===== src/rtl/sar_serial_seq.sv =====
module sar_serial_seq #(
  parameter int RES        = 12,
  parameter int HUNT_AFTER = 15
) (
  input  logic           dclk,
  input  logic           rst_n,
  input  logic           cs_n,
  input  logic           din,
  input  logic           shdn_n,
  input  logic           cmp_in,
  output logic [RES-1:0] dac_code,
  output logic           sample_en,
  output logic [2:0]     pos_ch,
  output logic [2:0]     neg_ch,
  output logic           neg_com,
  output logic           dout,
  output logic           dout_oe,
  output logic           busy,
  output logic           busy_oe,
  output logic           pwr_down
);
  localparam int SW = $clog2(RES + 2);
  localparam int FW = $clog2(HUNT_AFTER + 2);
  localparam logic [SW-1:0] DONE = SW'(RES + 1);
  localparam logic [RES-1:0] TRIAL = RES'(1) << (RES - 1);

  logic [FW-1:0] fcnt_q, fcnt_d;
  logic [6:0]    ctl_q;
  logic [SW-1:0] step_q, tidx, oidx;
  logic          auto_q, busy_q, dout_q;
  logic          hunt, start;

  assign hunt  = (fcnt_q == '0) || (fcnt_q >= FW'(HUNT_AFTER));
  assign start = hunt && din;
  assign tidx  = SW'(RES - 1) - step_q;
  assign oidx  = SW'(RES) - step_q;

  always_comb begin
    fcnt_d = fcnt_q;
    if (start)
      fcnt_d = FW'(1);
    else if (fcnt_q != '0 && fcnt_q != '1)
      fcnt_d = fcnt_q + 1'b1;
  end

  always_ff @(posedge dclk or negedge rst_n) begin
    if (!rst_n) begin
      fcnt_q    <= '0;
      ctl_q     <= '0;
      sample_en <= 1'b0;
      pos_ch    <= '0;
      neg_ch    <= '0;
      neg_com   <= 1'b1;
      auto_q    <= 1'b0;
      dac_code  <= '0;
      step_q    <= DONE;
    end else if (!cs_n) begin
      fcnt_q <= fcnt_d;
      if (fcnt_d >= FW'(2) && fcnt_d <= FW'(8))
        ctl_q <= {ctl_q[5:0], din};
      if (fcnt_d == FW'(6)) begin
        sample_en <= 1'b1;
        pos_ch    <= {ctl_q[2], ctl_q[1], ctl_q[3]};
        neg_ch    <= din ? 3'd0 : {ctl_q[2], ctl_q[1], ~ctl_q[3]};
        neg_com   <= din;
      end
      if (fcnt_d == FW'(8)) begin
        sample_en <= 1'b0;
        auto_q    <= ~ctl_q[0] & ~din;
        dac_code  <= TRIAL;
        step_q    <= '0;
      end else if (step_q < SW'(RES)) begin
        if (!cmp_in)
          dac_code[tidx] <= 1'b0;
        if (tidx != '0)
          dac_code[tidx - 1'b1] <= 1'b1;
        step_q <= step_q + 1'b1;
      end else if (step_q == SW'(RES)) begin
        step_q <= DONE;
      end
    end
  end

  always_ff @(negedge dclk or negedge rst_n) begin
    if (!rst_n) begin
      busy_q <= 1'b0;
      dout_q <= 1'b0;
    end else if (!cs_n) begin
      busy_q <= (step_q == '0);
      dout_q <= (step_q != '0 && step_q <= SW'(RES)) ? dac_code[oidx] : 1'b0;
    end
  end

  assign busy     = busy_q;
  assign dout     = dout_q;
  assign dout_oe  = !cs_n;
  assign busy_oe  = !cs_n;
  assign pwr_down = !shdn_n || (auto_q && step_q == DONE && hunt);


  start_seen_chk: assert property (@(posedge dclk) disable iff (!rst_n)
    (fcnt_q == FW'(1) && $past(fcnt_q) != FW'(1)) |-> $past(din && !cs_n));


  busy_pulse_chk: assert property (@(posedge dclk) disable iff (!rst_n)
    busy_q |-> step_q == '0);


  hold_apart_chk: assert property (@(posedge dclk) disable iff (!rst_n)
    !(sample_en && busy_q));


  mux_frozen_chk: assert property (@(posedge dclk) disable iff (!rst_n)
    (step_q < SW'(RES)) |-> ($stable(pos_ch) && $stable(neg_com) && $stable(neg_ch)));


  trial_bit_chk: assert property (@(posedge dclk) disable iff (!rst_n)
    (step_q < SW'(RES)) |-> dac_code[tidx]);


  zero_fill_chk: assert property (@(posedge dclk) disable iff (!rst_n)
    (step_q == DONE && $past(step_q) == DONE && !cs_n && $past(!cs_n)) |-> !dout_q);


  awake_busy_chk: assert property (@(posedge dclk) disable iff (!rst_n)
    (pwr_down && shdn_n) |-> (!busy_q && !sample_en));
endmodule


===== config.mk =====
export PLATFORM = sky130hd
export DESIGN_NAME = sar_serial_seq
export DESIGN_NICKNAME = d
export VERILOG_FILES = /design/src/rtl/sar_serial_seq.sv
export SDC_FILE = /design/constraint.sdc
export NUM_CORES = 1
export LEC_CHECK = 0
export BUFFER_PORTS_ARGS = -buffer_cell sky130_fd_sc_hd__buf_2
export CORE_AREA = 5 5 68 70
export CTS_CLUSTER_DIAMETER = 100
export CTS_CLUSTER_SIZE = 40
export DETAILED_ROUTE_END_ITERATION = 10
export DIE_AREA = 0 0 73 75
export PLACE_DENSITY = 0.93
export SETUP_SLACK_MARGIN = 0.05
export SLEW_MARGIN = 20
export SYNTH_ARGS = -nofsm -noshare
export SYNTH_HDL_FRONTEND = slang
export SYNTH_SLANG_ARGS = --single-unit

===== constraint.sdc =====
create_clock -name dclk -period 6.59 [get_ports dclk]
set_input_delay 0.9885 -clock dclk [delete_from_list [all_inputs] [get_ports dclk]]
set_output_delay 0.9885 -clock dclk [all_outputs]
set_load 0.1 [all_outputs]

==> results of run 1 <==
[through the flow]
stage               setup WS, ps  instance area (um^2)  hold slack, ps  util [%]
floorplan                   1010                  2330             465         -
global placement            1010                  2500             430      63.8
detailed placement           941                  2500             445      63.8
CTS                          934                  2610             447      66.6
global route                 762                  2610             486      66.6
finish                       905                  2610             436      66.6
[cell usage in the layout (no fill, tap or decap), drive strengths merged, types with 3 or more instances in the layout]
cell,count
nand2,20
ha,14
a31oi,3
and2,6
nand2b,7
buf,31
or2,3
a22o,7
o221a,3
nand3,7
a21oi,7
dfstp,4
mux4,3
dfrtp,30
mux2,12
nor2b,3
nand4,5
inv,12
o21ai,24
clkbuf,6
nor2,12
[cell families after synthesis]
kind of cell,after synthesis
adder cells (fa/ha/maj),14
buffers and inverters,22
XOR/XNOR,1
AO/OA/AOI/OAI,66
multiplexers,16
AND/OR/NAND/NOR,75
flip-flops,36
[state kept, by name (all words and copies together), names as in the netlist]
name / flops
auto_q: 1
sample_en: 1
busy: 1
ctl_q: 4
step_q: 4
dac_code: 12
dout: 1
fcnt_q: 5
neg_ch: 3
neg_com: 1
pos_ch: 3
[per-layer routing]
layer / vias to the layer above / part of all wire, %
li1: 908 / -
met5: - / 0
met4: 0 / 2.9
met2: 119 / 48
met3: 16 / 7.6
met1: 949 / 42
[final timing paths]
kind                                 from         to  slack, ps  cells after the start
worst min register to register       busy       busy        440                      2
min in group asynchronous           rst_n  neg_ch[1]        720                      2
max in group asynchronous           rst_n       dout       2340                      2
worst max register to register  step_q[0]       dout        900                      6
worst min-delay path                 busy       busy        440                      2
worst max-delay path            step_q[0]       dout        900                      6
[critical path, cell delays in order, from the launching register on]
cell and delay (ps):
dfstp_2 670, inv_1 110, ha_1 390, mux4_2 520, mux2i_1 190, o311ai_0 150, a22o_1 210
[cell usage after synthesis, drive strengths merged, types with 2 or more instances]
cell type / number
o21a: 2
dfrtp: 30
nand4: 5
nand2: 20
o31ai: 2
clkbuf: 4
a31oi: 3
o311ai: 2
o22ai: 2
or2: 3
dfrtn: 2
inv: 12
ha: 14
nor3b: 2
nor3: 2
o21ai: 24
a22o: 7
mux4: 3
nor4: 2
nor2b: 3
dfstp: 4
buf: 6
nor2: 12
a21oi: 7
nand2b: 7
o2111ai: 2
mux2: 12
and4: 2
o2bb2ai: 2
and2: 6
nand3: 7
o221a: 3
[final cells by class]
type                       instances  area [um^2]
timing repair buffer              31          158
inverter                          12         45.0
multi-input combinational        172         1330
tap                               50         62.6
sequential                        36          906
clock inverter                     2         35.0
clock buffer                       6         72.6
fill                             306         1310
==> results by group, run 1 <==
Global routing
  – GR Util met1: 28.4%
  – Total GRT Usage: 22.6%
  – Met2 usage: 36.3%
  – Number of global-route vias before repair: 2013
  – Grt peak-use layer: met2
  – Pin count of the biggest net entering global routing: 37
  – Aggregate global routing overflow: 0
  – Initial antenna violation count: 0
  – Global routing usage on met3: 5.07%
  – Global-route wire length before repair: 9550 um

Cells and area
  – Fin cells: 309
  – # nets final: 278
  – Area Growth Syn to Fin: 11.7%
  – Share of layout cells above drive strength 1: 27.8%
  – Antenna Cells: 0

Placed design
  – Port Buffers: 30
  – Cell total after placement: 301
  – Gp weighted congestion: 0.930
  – DP HPWL: 4120 um

Detailed routing
  – Initial DRT Pass Iterations: 4
  – Detail Route Antenna Nets: 0
  – Iteration-0 DRC Markers: 173
  – Residual DRC: 0
  – WL/cell: 18.1 um
  – Post-Route WL: 5580 um
  – Via count: 1992
  – DR vias/cell: 6.45

Synthesis
  – Post-synth EDFFs: 0
  – Sequential cell area fraction in the yosys report: 38.8%
  – Async S/R FF share, synth: 100%
  – Mux contribution to synthesized area: 9.12%
  – Total of warnings raised by yosys: 0
  – Synth Cell Area: 2330 um^2
  – Post-synthesis simple-gate area fraction: 17.6%
  – Top cells by area, synth: dfrtp_1, ha_1, o21ai_0
  – Flops & latches, synth: 36
  – Adder-Cell Fraction of Synth Area: 7.51%
  – Ys flop type: dfrtp_1
  – Largest family of logic cells by synthesized area: compound AO/OA/AOI/OAI gates
  – Synth unique cells: 55
  – Syn Nets: 250
  – Post-synthesis compound-gate area fraction: 22.3%
  – Mean Syn Cell Area: 10.1 um^2
  – Xor/xnor share of the synthesized area: 0.376%
  – Post-synth top area cell: dfrtp_1
  – Synth top area share: 32.2%
  – Synthesized netlist cell count: 230

Flow run
  – Max-cap viol count: 0

Clock tree
  – Clk_lat worst skew: 300 ps
  – CTS tree: built
  – Clock buffer count from CTS: 5
  – Clock Tree Root: clkbuf_8
  – Hold Buf Count CTS: 0
  – Post_cts resized: 0
  – Post-CTS Setup Bufs: 0
  – Clk sinks: 36
  – Clock tree buffer depth: 2
  – Worst-path clk slew: 70 ps
  – Max H-tree Level: 2

Critical path
  – Kind of critical path: reg -> reg
  – Max FO, Critical Path: 12
  – Setup crit start kind: flip-flop
  – CP arrival: 2540 ps
  – Worst path required time: 3440 ps
  – Worst Setup End Kind: flip-flop

STA
  – Worst-margin pin slew: 630 ps
  – Max Slew Vio Count: 0
  – RSZ-0062 raised after global routing: no
  – Final hold vios: 0
  – Sum of negative setup slack: 0 ps
  – Count of final setup violators: 0
  – Relative slew margins: 57.4%
  – Clock Skew: 7.85 ps

Floorplanning
  – Io pins: 31
  – FP Rows: 23
  – Floorplan core area: 3910 um^2
  – Initial Util: 59.6%
  – Die ar.: 5480 um^2
  – Die W: 73 um
  – Die Y: 75 um

Outcome
  – Status: complete, no violations

Min path
  – Hold WC Path Type: reg -> reg
Power of run 1 is left out: the tool's default activity adds up to more than one toggle a clock period on the data nets, which glitch-free logic cannot reach.
==> run 2: changes to the inputs <==
BUFFER_PORTS_ARGS = not set   (was -buffer_cell sky130_fd_sc_hd__buf_2)
CORE_AREA = 5 5 66 68   (was 5 5 68 70)
DIE_AREA = 0 0 71 73   (was 0 0 73 75)
DONT_BUFFER_PORTS = 1   (was not set)
PLACE_DENSITY = 0.91   (was 0.93)
==> run 2 against run 1 <==
Effect of this change: non-clock buffer count shrank 31; global-route usage shrank 0.77 points; clock skew shrank 1.1 ps; die area shrank 5.3%; sequential cell count is the same; cell area shrank 6.6%; first-iteration DRC count shrank 28%; count of clock-buffer cells in the layout grew 2; critical path depth is the same; worst setup slack lost 5.5 ps.
==> results by group, run 2 (synthesis results as in run 1) <==
Clock tree
  – Clock tree buffer depth: 2 (unchanged)
  – Worst-path clk slew: 70 ps (about the same)
  – Clk sinks: 36 (unchanged)
  – Clock buffer count from CTS: 5 (unchanged)
  – Hold Buf Count CTS: 0 (unchanged)
  – Clock Tree Root: clkbuf_8
  – CTS tree: built
  – Clk_lat worst skew: 290 ps (about the same)
  – Max H-tree Level: 2 (unchanged)
  – Post-CTS Setup Bufs: 0 (unchanged)
  – Post_cts resized: 0 (unchanged)

Detailed routing
  – WL/cell: 18.6 um (+2.9%)
  – Post-Route WL: 5170 um (-7.4%)
  – Residual DRC: 0 (unchanged)
  – Initial DRT Pass Iterations: 4 (unchanged)
  – Iteration-0 DRC Markers: 124 (-28%)
  – Via count: 1820 (-8.6%)
  – Detail Route Antenna Nets: 0 (unchanged)
  – DR vias/cell: 6.55 (+1.6%)

Floorplanning
  – Io pins: 31 (unchanged)
  – Die Y: 73 um (-2.7%)
  – Die ar.: 5180 um^2 (-5.3%)
  – Floorplan core area: 3800 um^2 (-2.9%)
  – Initial Util: 61.4% (+1.8 points)
  – FP Rows: 23 (unchanged)
  – Die W: 71 um (-2.7%)

Critical path
  – Largest stage delay, worst path: 660 ps (about the same)
  – Worst Setup End Kind: flip-flop
  – CP arrival: 2540 ps (about the same)
  – Setup crit start kind: flip-flop
  – Max FO, Critical Path: 12 (unchanged)
  – Number of buffers and inverters on the critical path: 1 (unchanged)
  – Kind of critical path: reg -> reg
  – CP top delay family: multiplexers
  – Worst path required time: 3440 ps (about the same)
  – Crit path cell chain: inv_1, ha_1, mux4_2, mux2i_1, o311ai_0, a22o_1
  – Worst reg2reg setup slack: 900 ps (about the same)
  – Worst setup path startpoint: step_q[0]
  – Crit path max-delay cell type: dfstp_2
  – Worst reg2reg startpoint: step_q[0]

Outcome
  – Status: complete, no violations

Global routing
  – Pin count of the biggest net entering global routing: 37 (unchanged)
  – Initial antenna violation count: 0 (unchanged)
  – Global-route wire length before repair: 8900 um (-6.8%)
  – Total GRT Usage: 21.8% (-0.77 points)
  – Number of global-route vias before repair: 1751 (-13%)
  – Aggregate global routing overflow: 0 (unchanged)

Placed design
  – DP HPWL: 3870 um (-6.2%)
  – Port Buffers: 0 (-100%)
  – Gp weighted congestion: 0.959 (+3.2%)

STA
  – Relative slew margins: 27.9% (-30 points)
  – Worst-margin pin slew: 1080 ps (+451 ps)
  – Count of final setup violators: 0 (unchanged)
  – Max Slew Vio Count: 0 (unchanged)
  – Final hold vios: 0 (unchanged)
  – RSZ-0062 raised after global routing: no
  – Clock Skew: 6.75 ps (-1.10 ps)
  – Sum of negative setup slack: 0 ps (unchanged)

Cells and area
  – # nets final: 247 (-11%)
  – FILL cells: 305 (-0.33%)
  – Area Growth Syn to Fin: 4.40%
  – Antenna Cells: 0 (unchanged)
  – Largest register FFs: 12 (unchanged)
  – Most flops, register: dac_code
  – Share of layout cells above drive strength 1: 18.4% (-9.4 points)
  – Largest regs: dac_code: 12 flops, fcnt_q: 5 flops
  – Most frequent cells in the layout: dfrtp_1, o21ai_0, nand2_1
  – Commonest non-fill, non-tap cell in the layout: dfrtp_1

Flow run
  – Max-cap viol count: 0 (unchanged)

Min path
  – Hold WC Path Type: in -> async
[run 2: metrics by stage]
stage	cells	hold WS, ps	worst slack (ps)	util (%)	instance area, um^2
after floorplan	230	465	1010	-	2330
after global placement	270	483	1020	61.7	2340
after detailed placement	270	503	917	61.7	2340
after CTS	278	376	904	64.1	2430
after global routing	278	371	727	64.1	2430
final	278	390	899	64.1	2430
[run 2: worst register-to-register path, cell delays in order (launching register included)]
cell and delay [ps]:
dfstp_2 660, inv_1 120, ha_1 390, mux4_2 520
mux2i_1 200, o311ai_0 160, a22o_1 210
[run 2: worst paths after layout]
| kind | to | cells past startpoint |
|---|---|---|
| worst max-delay path | dout | 6 |
| worst min-delay path | pos_ch[2] | 0 |
| worst max register to register | dout | 6 |
| worst min register to register | auto_q | 1 |
| max in group asynchronous | busy | 0 |
| min in group dclk | auto_q | 1 |
[run 2: layout make-up]
class | count | area [um^2] | share of cell area, %
Clock buffer | 8 | 90.1 | 3.70
Inverter | 12 | 45.0 | 1.85
Multi-Input combinational cell | 172 | 1330 | 54.7
Sequential cell | 36 | 906 | 37.2
Tap cell | 50 | 62.6 | 2.57
[run 2: routing by layer]
| layer | global-route usage, % | vias to the layer above | routed length (um) |
|---|---|---|---|
| met4 | 9.39 | 0 | 123 |
| met2 | 34.4 | 81 | 2430 |
| met5 | 0 | - | 0 |
| met3 | 5.92 | 15 | 484 |
| li1 | - | 841 | - |
| met1 | 28.4 | 883 | 2130 |
Power of run 2 is left out for the same reason.
==> run 3: changes to the inputs <==
GPL_TIMING_DRIVEN = 0   (was not set)
SKIP_LAST_GASP = 1   (was not set)
==> run 3 against run 2 <==
Effect of this change: via count rose by 0.88%; clock skew about the same; global-route usage grew 0.21 points; critical path type unchanged.
==> results by group, run 3 (synthesis results as in run 1) <==
Floorplanning
  – Io pins: 31 (unchanged)
  – Initial Util: 61.4% (unchanged)
  – Die ar.: 5180 um^2 (unchanged)
  – FP Rows: 23 (unchanged)
  – Die Y: 73 um (unchanged)
  – Die W: 71 um (unchanged)
  – Floorplan core area: 3800 um^2 (unchanged)

Clock tree
  – CTS tree: built
  – Max H-tree Level: 2 (unchanged)
  – Clk sinks: 36 (unchanged)
  – Clock buffer count from CTS: 5 (unchanged)
  – Post_cts resized: 0 (unchanged)
  – Worst-path clk slew: 70 ps (about the same)
  – Hold Buf Count CTS: 0 (unchanged)
  – Clock Tree Root: clkbuf_8
  – Clock tree buffer depth: 2 (unchanged)
  – Clk_lat worst skew: 290 ps (about the same)
  – Post-CTS Setup Bufs: 0 (unchanged)

Global routing
  – Total GRT Usage: 22.0% (+0.21 points)
  – Initial antenna violation count: 0 (unchanged)
  – Number of global-route vias before repair: 1824 (+4.2%)
  – Global-route wire length before repair: 8920 um (+0.22%)
  – Pin count of the biggest net entering global routing: 37 (unchanged)
  – Aggregate global routing overflow: 0 (unchanged)

Detailed routing
  – Residual DRC: 0 (unchanged)
  – Via count: 1836 (+0.88%)
  – Post-Route WL: 5260 um (+1.8%)
  – WL/cell: 18.3 um (-1.8%)
  – Initial DRT Pass Iterations: 4 (unchanged)
  – Detail Route Antenna Nets: 0 (unchanged)
  – Iteration-0 DRC Markers: 224 (+81%)
  – DR vias/cell: 6.38 (-2.6%)

STA
  – Clock Skew: 6.60 ps (-0.146 ps)
  – Relative slew margins: 27.9% (+0.037 points)
  – Worst-margin pin slew: 1080 ps (-0.561 ps)
  – RSZ-0062 raised after global routing: no
  – Count of final setup violators: 0 (unchanged)
  – Sum of negative setup slack: 0 ps (unchanged)
  – Final hold vios: 0 (unchanged)
  – Max Slew Vio Count: 0 (unchanged)

Cells and area
  – # nets final: 257 (+4.0%)
  – FILL cells: 310 (+1.6%)
  – Share of layout cells above drive strength 1: 19.7% (+1.3 points)
  – Most frequent cells in the layout: dfrtp_1, o21ai_0, nand2_1
  – Largest regs: dac_code: 12 flops, fcnt_q: 5 flops
  – Largest register FFs: 12 (unchanged)
  – Area Growth Syn to Fin: 6.33%
  – Most flops, register: dac_code
  – Commonest non-fill, non-tap cell in the layout: dfrtp_1
  – Final core occ: 65.3% (+1.2 points)
  – Antenna Cells: 0 (unchanged)

Critical path
  – Max FO, Critical Path: 8 (-4)
  – Kind of critical path: reg -> reg
  – Worst path required time: 3440 ps (about the same)
  – CP arrival: 2640 ps (+100 ps)
  – Setup crit start kind: flip-flop
  – Worst Setup End Kind: flip-flop

Outcome
  – Status: complete, no violations

Flow run
  – Max-cap viol count: 0 (unchanged)

Placed design
  – Gp weighted congestion: 0.930 (-3.1%)
  – Port Buffers: 0 (unchanged)
  – DP HPWL: 3950 um (+2.1%)

Min path
  – Hold WC Path Type: in -> async
[run 3: changes by cell type in the layout (fill, tap and decap cells not counted), sizes merged]
cell	delta
clkbuf	+3
buf	+6
clkinv	+1
[run 3: final cells by class]
| cell class | count | area [um^2] | area share [%] |
|---|---|---|---|
| Buffer | 10 | 53.8 | 2.17 |
| Clock inverter | 1 | 5.00 | 0.202 |
| Inverter | 12 | 45.0 | 1.82 |
| Sequential cell | 36 | 906 | 36.5 |
| Tap cell | 50 | 62.6 | 2.52 |
| Multi-Input combinational cell | 172 | 1330 | 53.7 |
| Clock buffer | 7 | 76.3 | 3.08 |
[run 3: worst paths after layout]
check | slack (ps) | depth (start not counted) | from | to
max | 800 | 7 | step_q[0] | dout
min | 380 | 0 | rst_n | fcnt_q[1]
max reg2reg | 800 | 7 | step_q[0] | dout
min reg2reg | 510 | 1 | auto_q | auto_q
max in group asynchronous | 2910 | 0 | rst_n | busy
min in group dclk | 510 | 1 | auto_q | auto_q
[run 3: metrics by stage]
| step | worst slack, ps | cells | hold WS [ps] | instance area (um^2) |
|---|---|---|---|---|
| final | 799 | 288 | 384 | 2480 |
| after global routing | 658 | 288 | 369 | 2480 |
| after CTS | 801 | 288 | 378 | 2480 |
| after detailed placement | 807 | 280 | 496 | 2400 |
| after global placement | 842 | 280 | 487 | 2390 |
| after floorplan | 1010 | 230 | 465 | 2330 |
[run 3: worst max-delay path, stage by stage, from the launching register on]
cell and delay, ps:
dfstp_2 570, buf_2 220, inv_1 100, ha_1 400
mux4_2 520, mux2i_1 180, o311ai_0 140, a22o_1 210
[run 3: routing by layer]
layer	wire length (um)	GRT usage (%)	vias to the layer above	part of all wire [%]
met5	0	0	-	0
met4	104	8.77	0	2.0
met3	511	6.06	9	9.7
met2	2480	34.8	89	47
met1	2160	28.9	874	41
li1	-	-	864	-
Power of run 3 is left out for the same reason.
